===== src/rtl/rxdr_pkg.sv =====
package rxdr_pkg;

  localparam int RAIL_COUNT    = 2;
  localparam int RAIL_ZERO_IDX = 0;
  localparam int RAIL_ONE_IDX  = 1;

  typedef struct packed {
    logic stb;
    logic frame_ok;
    logic parity_ok;
  } word_end_t;

endpackage


===== src/rtl/rxdr_rail_qual.sv =====
module rxdr_rail_qual #(
  parameter int QUAL_SAMPLES = 2
) (
  input  logic clk,
  input  logic rst_n,
  input  logic raw_rail,
  input  logic other_sync,
  output logic rail_sync,
  output logic hit
);

  localparam int CW = $clog2(QUAL_SAMPLES + 1);
  localparam logic [CW-1:0] Q_MAX = CW'(QUAL_SAMPLES);
  localparam logic [CW-1:0] Q_HIT = CW'(QUAL_SAMPLES - 1);

  logic [1:0]    sync_q;
  logic [CW-1:0] cnt_q, cnt_d;
  logic          lone;

  always_ff @(posedge clk or negedge rst_n) begin
    if (!rst_n) sync_q <= '0;
    else        sync_q <= {sync_q[0], raw_rail};
  end

  assign rail_sync = sync_q[1];
  assign lone      = rail_sync & ~other_sync;

  always_comb begin
    cnt_d = cnt_q;
    if (!lone)             cnt_d = '0;
    else if (cnt_q < Q_MAX) cnt_d = cnt_q + 1'b1;
  end

  always_ff @(posedge clk or negedge rst_n) begin
    if (!rst_n) cnt_q <= '0;
    else        cnt_q <= cnt_d;
  end

  assign hit = lone && (cnt_q == Q_HIT);

  AST_ONE_HIT_PER_PULSE: assert property (@(posedge clk) disable iff (!rst_n) hit |=> !hit);
  AST_NO_HIT_BOTH_HIGH: assert property (@(posedge clk) disable iff (!rst_n) (rail_sync && other_sync) |-> !hit);

endmodule


===== src/rtl/rxdr_gap_det.sv =====
module rxdr_gap_det #(
  parameter int GAP_SAMPLES = 16
) (
  input  logic clk,
  input  logic rst_n,
  input  logic null_smp,
  output logic gap_stb,
  output logic armed
);

  localparam int GW = $clog2(GAP_SAMPLES + 1);
  localparam logic [GW-1:0] G_MAX = GW'(GAP_SAMPLES);
  localparam logic [GW-1:0] G_HIT = GW'(GAP_SAMPLES - 1);

  logic [GW-1:0] cnt_q, cnt_d;
  logic          armed_q, armed_d;

  always_comb begin
    cnt_d   = cnt_q;
    armed_d = armed_q;
    if (!null_smp)          cnt_d = '0;
    else if (cnt_q < G_MAX) cnt_d = cnt_q + 1'b1;
    if (gap_stb)            armed_d = 1'b1;
  end

  always_ff @(posedge clk or negedge rst_n) begin
    if (!rst_n) begin
      cnt_q   <= '0;
      armed_q <= 1'b0;
    end else begin
      cnt_q   <= cnt_d;
      armed_q <= armed_d;
    end
  end

  assign gap_stb = null_smp && (cnt_q == G_HIT);
  assign armed   = armed_q;

  AST_GAP_ONCE: assert property (@(posedge clk) disable iff (!rst_n) gap_stb |=> !gap_stb);
  AST_ARM_STICKY: assert property (@(posedge clk) disable iff (!rst_n) armed |=> armed);

endmodule


===== src/rtl/rxdr_word_asm.sv =====
module rxdr_word_asm
  import rxdr_pkg::*;
#(
  parameter int WORD_BITS = 32,  // power of two
  parameter int BYTE_BITS = 8    // power of two, divides WORD_BITS
) (
  input  logic                 clk,
  input  logic                 rst_n,
  input  logic                 bit_vld,
  input  logic                 bit_val,
  input  logic                 armed,
  input  logic                 gap_stb,
  input  logic                 byte_mode,
  input  logic                 parity_en,
  output logic [WORD_BITS-1:0] word_q,
  output logic                 byte_stb,
  output logic [$clog2(WORD_BITS/BYTE_BITS)-1:0] byte_idx,
  output word_end_t            word_end
);

  localparam int BIT_IW  = $clog2(WORD_BITS);
  localparam int BYTE_SH = $clog2(BYTE_BITS);
  localparam int IDX_W   = BIT_IW - BYTE_SH;
  localparam int CNT_W   = $clog2(WORD_BITS + 2);
  localparam logic [CNT_W-1:0] CNT_FULL = CNT_W'(WORD_BITS);
  localparam logic [CNT_W-1:0] CNT_OVER = CNT_W'(WORD_BITS + 1);

  logic [WORD_BITS-1:0] word_d;
  logic [CNT_W-1:0]     cnt_q, cnt_d;
  logic                 byte_stb_q, byte_stb_d;
  logic [IDX_W-1:0]     byte_idx_q, byte_idx_d;
  word_end_t            end_q, end_d;
  logic                 take;

  assign take = bit_vld & armed;

  always_comb begin
    word_d     = word_q;
    cnt_d      = cnt_q;
    byte_stb_d = 1'b0;
    byte_idx_d = byte_idx_q;
    end_d      = end_q;
    end_d.stb  = 1'b0;
    if (gap_stb && (cnt_q != '0)) begin
      end_d.stb       = 1'b1;
      end_d.frame_ok  = (cnt_q == CNT_FULL);
      end_d.parity_ok = !parity_en || (^word_q);
      cnt_d           = '0;
    end else if (take) begin
      if (cnt_q < CNT_FULL) begin
        word_d[cnt_q[BIT_IW-1:0]] = bit_val;
        if (byte_mode && (&cnt_q[BYTE_SH-1:0])) begin
          byte_stb_d = 1'b1;
          byte_idx_d = cnt_q[BIT_IW-1:BYTE_SH];
        end
      end
      if (cnt_q < CNT_OVER) cnt_d = cnt_q + 1'b1;
    end
  end

  always_ff @(posedge clk or negedge rst_n) begin
    if (!rst_n) begin
      word_q     <= '0;
      cnt_q      <= '0;
      byte_stb_q <= 1'b0;
      byte_idx_q <= '0;
      end_q      <= '0;
    end else begin
      word_q     <= word_d;
      cnt_q      <= cnt_d;
      byte_stb_q <= byte_stb_d;
      byte_idx_q <= byte_idx_d;
      end_q      <= end_d;
    end
  end

  assign byte_stb = byte_stb_q;
  assign byte_idx = byte_idx_q;
  assign word_end = end_q;

  AST_UNARMED_EMPTY: assert property (@(posedge clk) disable iff (!rst_n) !armed |-> (cnt_q == '0));
  AST_CNT_BOUND: assert property (@(posedge clk) disable iff (!rst_n) cnt_q <= CNT_OVER);
  AST_NO_BIT_AT_GAP: assert property (@(posedge clk) disable iff (!rst_n) !(gap_stb && bit_vld));
  AST_END_CLEARS_CNT: assert property (@(posedge clk) disable iff (!rst_n) end_d.stb |=> (cnt_q == '0));

endmodule


===== src/rtl/rxdr_rx.sv =====
module rxdr_rx
  import rxdr_pkg::*;
#(
  parameter int WORD_BITS    = 32,
  parameter int BYTE_BITS    = 8,
  parameter int OVERSAMPLE   = 4,
  parameter int QUAL_SAMPLES = 2,
  parameter int GAP_BITS     = 4
) (
  input  logic                 clk,
  input  logic                 rst_n,
  input  logic                 rail_zero,
  input  logic                 rail_one,
  input  logic                 byte_mode,
  input  logic                 parity_en,
  input  logic                 rd_ack,
  output logic [WORD_BITS-1:0] data_out,
  output logic                 data_rdy,
  output logic                 first_flag,
  output logic                 err_parity,
  output logic                 err_frame,
  output logic                 err_overrun
);

  localparam int GAP_SAMPLES = OVERSAMPLE * GAP_BITS;
  localparam int BIT_IW      = $clog2(WORD_BITS);
  localparam int BYTE_SH     = $clog2(BYTE_BITS);
  localparam int IDX_W       = BIT_IW - BYTE_SH;

  logic [RAIL_COUNT-1:0] raw, rsync, hit;
  logic                  null_smp, bit_vld, bit_val;
  logic                  gap_stb, armed;
  logic [WORD_BITS-1:0]  word_q;
  logic                  byte_stb;
  logic [IDX_W-1:0]      byte_idx;
  word_end_t             word_end;

  assign raw[RAIL_ZERO_IDX] = rail_zero;
  assign raw[RAIL_ONE_IDX]  = rail_one;

  for (genvar g = 0; g < RAIL_COUNT; g++) begin : g_rail
    rxdr_rail_qual #(.QUAL_SAMPLES(QUAL_SAMPLES)) u_qual (
      .clk       (clk),
      .rst_n     (rst_n),
      .raw_rail  (raw[g]),
      .other_sync(rsync[RAIL_COUNT-1-g]),
      .rail_sync (rsync[g]),
      .hit       (hit[g])
    );
  end

  assign null_smp = ~|rsync;
  assign bit_vld  = |hit;
  assign bit_val  = hit[RAIL_ONE_IDX];

  rxdr_gap_det #(.GAP_SAMPLES(GAP_SAMPLES)) u_gap (
    .clk     (clk),
    .rst_n   (rst_n),
    .null_smp(null_smp),
    .gap_stb (gap_stb),
    .armed   (armed)
  );

  rxdr_word_asm #(.WORD_BITS(WORD_BITS), .BYTE_BITS(BYTE_BITS)) u_asm (
    .clk      (clk),
    .rst_n    (rst_n),
    .bit_vld  (bit_vld),
    .bit_val  (bit_val),
    .armed    (armed),
    .gap_stb  (gap_stb),
    .byte_mode(byte_mode),
    .parity_en(parity_en),
    .word_q   (word_q),
    .byte_stb (byte_stb),
    .byte_idx (byte_idx),
    .word_end (word_end)
  );

  // Flag and data register
  logic [WORD_BITS-1:0] data_q, data_d;
  logic                 rdy_q, rdy_d, first_q, first_d;
  logic                 par_q, par_d, frm_q, frm_d, ovr_q, ovr_d;
  logic                 word_ok, deliver, data_en;
  logic [BIT_IW-1:0]    byte_base;
  logic [BYTE_BITS-1:0] byte_sel;

  assign byte_base = {byte_idx, {BYTE_SH{1'b0}}};
  assign byte_sel  = word_q[byte_base +: BYTE_BITS];
  assign word_ok   = word_end.stb && word_end.frame_ok && word_end.parity_ok && !byte_mode;
  assign deliver   = byte_stb || word_ok;
  assign data_en   = deliver;

  always_comb begin
    data_d = '0;
    if (byte_stb) data_d[BYTE_BITS-1:0] = byte_sel;
    else          data_d = word_q;

    rdy_d   = rd_ack ? 1'b0 : rdy_q;
    first_d = rd_ack ? 1'b0 : first_q;
    par_d   = rd_ack ? 1'b0 : par_q;
    frm_d   = rd_ack ? 1'b0 : frm_q;
    ovr_d   = rd_ack ? 1'b0 : ovr_q;

    if (deliver) begin
      rdy_d = 1'b1;
      if (rdy_q && !rd_ack) ovr_d = 1'b1;
    end
    if (byte_stb) first_d = (byte_idx == '0);
    if (word_ok)  first_d = 1'b1;
    if (word_end.stb && !word_end.frame_ok) frm_d = 1'b1;
    if (word_end.stb && word_end.frame_ok && !word_end.parity_ok) par_d = 1'b1;
  end

  always_ff @(posedge clk or negedge rst_n) begin
    if (!rst_n)       data_q <= '0;
    else if (data_en) data_q <= data_d;
  end

  always_ff @(posedge clk or negedge rst_n) begin
    if (!rst_n) begin
      rdy_q   <= 1'b0;
      first_q <= 1'b0;
      par_q   <= 1'b0;
      frm_q   <= 1'b0;
      ovr_q   <= 1'b0;
    end else begin
      rdy_q   <= rdy_d;
      first_q <= first_d;
      par_q   <= par_d;
      frm_q   <= frm_d;
      ovr_q   <= ovr_d;
    end
  end

  assign data_out    = data_q;
  assign data_rdy    = rdy_q;
  assign first_flag  = first_q;
  assign err_parity  = par_q;
  assign err_frame   = frm_q;
  assign err_overrun = ovr_q;

  AST_BOTH_HIGH_NO_BIT: assert property (@(posedge clk) disable iff (!rst_n) (&rsync) |-> !bit_vld);
  AST_FRAME_FLAG: assert property (@(posedge clk) disable iff (!rst_n) (word_end.stb && !word_end.frame_ok) |=> err_frame);
  AST_PARITY_BLOCKS_RDY: assert property (@(posedge clk) disable iff (!rst_n) (word_end.stb && !byte_mode && !word_end.parity_ok && !byte_stb) |=> !$rose(data_rdy));
  AST_OVR_CAUSE: assert property (@(posedge clk) disable iff (!rst_n) $rose(err_overrun) |-> ($past(data_rdy) && !$past(rd_ack)));
  AST_ACK_CLEARS: assert property (@(posedge clk) disable iff (!rst_n) (rd_ack && !byte_stb && !word_end.stb) |=> (!data_rdy && !err_overrun));
  AST_BYTE_ZERO_EXT: assert property (@(posedge clk) disable iff (!rst_n) byte_stb |=> (data_out[WORD_BITS-1:BYTE_BITS] == '0));

endmodule


===== config.mk =====
export PLATFORM = sky130hd
export DESIGN_NAME = rxdr_rx
export DESIGN_NICKNAME = d
export VERILOG_FILES = /design/src/rtl/rxdr_pkg.sv /design/src/rtl/rxdr_rail_qual.sv /design/src/rtl/rxdr_gap_det.sv /design/src/rtl/rxdr_word_asm.sv /design/src/rtl/rxdr_rx.sv
export SDC_FILE = /design/constraint.sdc
export NUM_CORES = 1
export LEC_CHECK = 0
export CAP_MARGIN = 0
export CELL_PAD_IN_SITES_DETAIL_PLACEMENT = 1
export CELL_PAD_IN_SITES_GLOBAL_PLACEMENT = 1
export CORE_MARGIN = 3
export CORE_UTILIZATION = 40
export DETAILED_ROUTE_END_ITERATION = 12
export DONT_BUFFER_PORTS = 1
export PLACE_DENSITY_LB_ADDON = 0.1
export SKIP_CTS_REPAIR_TIMING = 1
export SYNTH_ARGS = -nofsm -noshare
export SYNTH_HDL_FRONTEND = slang
export SYNTH_HIERARCHICAL = 1
export SYNTH_SLANG_ARGS = --single-unit

===== constraint.sdc =====
create_clock -name clk -period 4 [get_ports clk]
set_clock_uncertainty 0.05 [all_clocks]
set_input_delay 1.2 -clock clk [delete_from_list [all_inputs] [get_ports clk]]
set_output_delay 1.2 -clock clk [all_outputs]
set_load 0.05 [all_outputs]

==> impl_metrics.json <==
{
  "drt_iter0_drc": 88,
  "ant_nets": 0,
  "die_w_um": 112,
  "area_growth_pct": 7.55,
  "p_per_area_mw_per_mm2": 383,
  "clockBufferDepth": 2,
  "synth_area_leader_cell": "dfrtp_1",
  "insertion_delay_ns": 0.35,
  "avgSynthCellArea_sq_um": 11.3,
  "worstSetupEndpointType": "flop",
  "io_pins": 44,
  "slew_headroom_pct": 52.3,
  "grt_first_pass_wirelength_um": 17200,
  "wire_per_inst_um": 19.7,
  "yosys.area.top_type_share_pct": 52.7,
  "portBuffers": 0,
  "hold_viol": 0,
  "synth_ff_type": "dfrtp_1",
  "setup_viol": 0,
  "synth_area_leaders": "dfrtp_1 53%, mux2_2 8.5%, xnor2_1 6.0%",
  "dr_total_vias": 2835,
  "start_util_pct": 41.2,
  "n_fill_cell": 1194,
  "grt_usage_pct": 17.7,
  "cp_max_fo": 6,
  "diodes": 0,
  "worstRegToRegCells": 11,
  "synth_area_sq_mm": 0.00451,
  "tritoncts": "built",
  "synth_cell_types": 43,
  "fp-row-count": 38,
  "grt_pass1_vias": 3094,
  "r2r_end": "u_asm/word_q[9]",
  "fp.coreArea_sq_mm": 0.0109,
  "ys_warn_count": 6,
  "fin_nets": 405,
  "rsz0062_at_grt": "no",
  "grt_max_degree": 96,
  "dr.pass1.iters": 4,
  "cts-root-buf": "clkbuf_16",
  "gp_congestion": 0.754,
  "fin_util_pct": 44.3,
  "clk_pin_slew_ns": 0.07,
  "fin_total_pwr_w": 0.00186,
  "fin_setup_tns_ns": 0,
  "ys_async_sr_fraction_pct": 100,
  "viasPerCell": 5.32,
  "finalWirelength_um": 10500,
  "min_period_ns": 2.57,
  "h-tree-depth": 3,
  "die_area_sq_mm": 0.0126,
  "post-dp-hpwl_um": 7200,
  "synth_edf_count": 0,
  "drv_slew": 0,
  "peakVddDrop_v": 0.000220,
  "syn_inst": 399,
  "cp-endpoint": "u_asm/word_q[9]",
  "tightest_slew_ns": 0.715,
  "worstPathRequired_ns": 4.18,
  "ys_seq_area_share_pct": 52.7,
  "gr-total-overflow": 0,
  "fmax_mhz": 390,
  "fin_crit_sh_pct": 64.2,
  "cts_made_buffers": 9,
  "outcome": "finished clean",
  "reg2reg_from": "g_rail[1].u_qual/cnt_q[1]",
  "hp-class": "reg2reg",
  "drv_cap": 0,
  "antenna_found_initial": 0,
  "crit_type": "reg2reg",
  "drc_errors": 0,
  "drive_above_1_share_pct": 15.5,
  "critPathLaunchType": "flop",
  "ff2ff_setup_slack_ns": 1.43,
  "ys_ff_latch": 95,
  "syn-num-nets": 416,
  "cts.sinks": 95,
  "p_leak_nw": 2.20,
  "fp.dieH_um": 112,
  "cp.arrival_ns": 2.75,
  "cp-startpoint": "g_rail[1].u_qual/cnt_q[1]"
}
state kept, by name (all words and copies together), names as in the netlist, 2 cells and up:
signal                count
data_out                 32
g_rail.u_qual/cnt_q       4
g_rail.u_qual/sync_q      4
u_asm/byte_idx            2
u_asm/cnt_q               6
u_asm/word_end            3
u_asm/word_q             32
u_gap/cnt_q               5
stage by stage:
step / hold slack [ns] / cell area, sq um / std cells / setup slack, ns
after floorplan: 0.281 / 4510 / 399 / 1.71
after global placement: 0.284 / 4550 / 517 / 1.50
after detailed placement: 0.290 / 4550 / 517 / 1.44
after CTS: 0.309 / 4850 / 533 / 1.41
after global routing: 0.310 / 4850 / 533 / 1.12
final: 0.306 / 4850 / 533 / 1.43
area by class of cell:
cell class / instances / area [sq um] / share of cell area, %
multi-input cells: 257 / 1890 / 39.0
clock buffers: 10 / 239 / 4.93
repair buffers: 3 / 22.5 / 0.465
flip-flops and latches: 95 / 2380 / 49.0
clock inverters: 6 / 58.8 / 1.21
well taps: 140 / 175 / 3.61
inverters: 22 / 82.6 / 1.70
logic make-up after synthesis:
| kind of cell | share of synthesized area, % |
|---|---|
| mux | 9.38 |
| buf+inv | 5.33 |
| simple gates | 10.3 |
| xor+xnor | 7.58 |
| fa+ha+maj | 2.78 |
| flops | 52.7 |
| compound gates | 11.9 |
critical path, cell delays in order, from the launching register on:
cell and delay (ns):
dfrtp_1 0.39, inv_1 0.10, ha_1 0.14, inv_1 0.04, nor2_1 0.14, or2_2 0.14, nand2_1 0.13, nor2_1 0.24
nand3b_1 0.15, nor3_1 0.47, nand2_1 0.16, mux2_2 0.30
worst min path at each step:
| stage | cells after the start | to | slack [ns] | startpoint |
|---|---|---|---|---|
| after global placement | 0 | g_rail[0].u_qual/sync_q[1] | 0.28 | g_rail[0].u_qual/sync_q[0] |
| after floorplan | 0 | g_rail[0].u_qual/sync_q[1] | 0.28 | g_rail[0].u_qual/sync_q[0] |
| after CTS | 0 | g_rail[1].u_qual/sync_q[1] | 0.31 | g_rail[1].u_qual/sync_q[0] |
| after detailed placement | 0 | g_rail[1].u_qual/sync_q[1] | 0.29 | g_rail[1].u_qual/sync_q[0] |
| final | 0 | g_rail[0].u_qual/sync_q[1] | 0.31 | g_rail[0].u_qual/sync_q[0] |
| after global routing | 0 | g_rail[1].u_qual/sync_q[1] | 0.31 | g_rail[1].u_qual/sync_q[0] |
placed cells by master, fill, tap and decap left out, types with 2 or more instances in the layout:
cell / Yosys / routed
and2_1: 4 / 4
mux2i_1: 4 / 4
o21ai_0: 15 / 15
clkbuf_16: 0 / 9
xnor2_1: 31 / 31
ha_1: 10 / 10
inv_1: 22 / 22
nand3_1: 2 / 2
nand4_1: 2 / 2
nor3_1: 8 / 8
dfrtp_1: 95 / 95
nand4b_1: 2 / 2
mux2_2: 34 / 34
a22o_1: 25 / 25
nor2_1: 19 / 19
a211oi_1: 2 / 2
clkinv_2: 0 / 4
nand2b_1: 5 / 5
o221ai_1: 6 / 6
a31oi_1: 7 / 7
nand2_1: 46 / 46
xor2_1: 8 / 8
buf_4: 4 / 3
a21oi_1: 8 / 8
nand2b_4: 2 / 2
synth_stat cells, drive strengths merged, types with 2 or more instances:
cell type  instances
nand2b             7
a31oi              7
and2               4
dfrtp             95
o221ai             6
inv               22
clkbuf            10
a22o              25
a21oi              9
o21ai             16
ha                10
nor2b              2
buf               15
nand3              2
nand4b             2
nand4              2
mux2i              4
a211oi             2
mux2              34
nor3               8
or2                2
xnor2             31
xor2               8
o21a               2
nor2              19
nand2             46
power breakdown:
part           switching (W)  leakage (nW)  internal (W)
sequential        0.00000409          1.31      0.000966
combinational      0.0000103         0.735    0.00000810
clock               0.000369         0.152      0.000499
per-layer routing:
layer / up-vias / GRT usage (%) / wire [um]
met5: - / 0 / 0
met4: 0 / 7.45 / 182
met3: 10 / 4.15 / 329
met2: 47 / 28.2 / 4970
met1: 1432 / 23.4 / 5010
li1: 1346 / - / -
(Power assumes the default switching activity.)
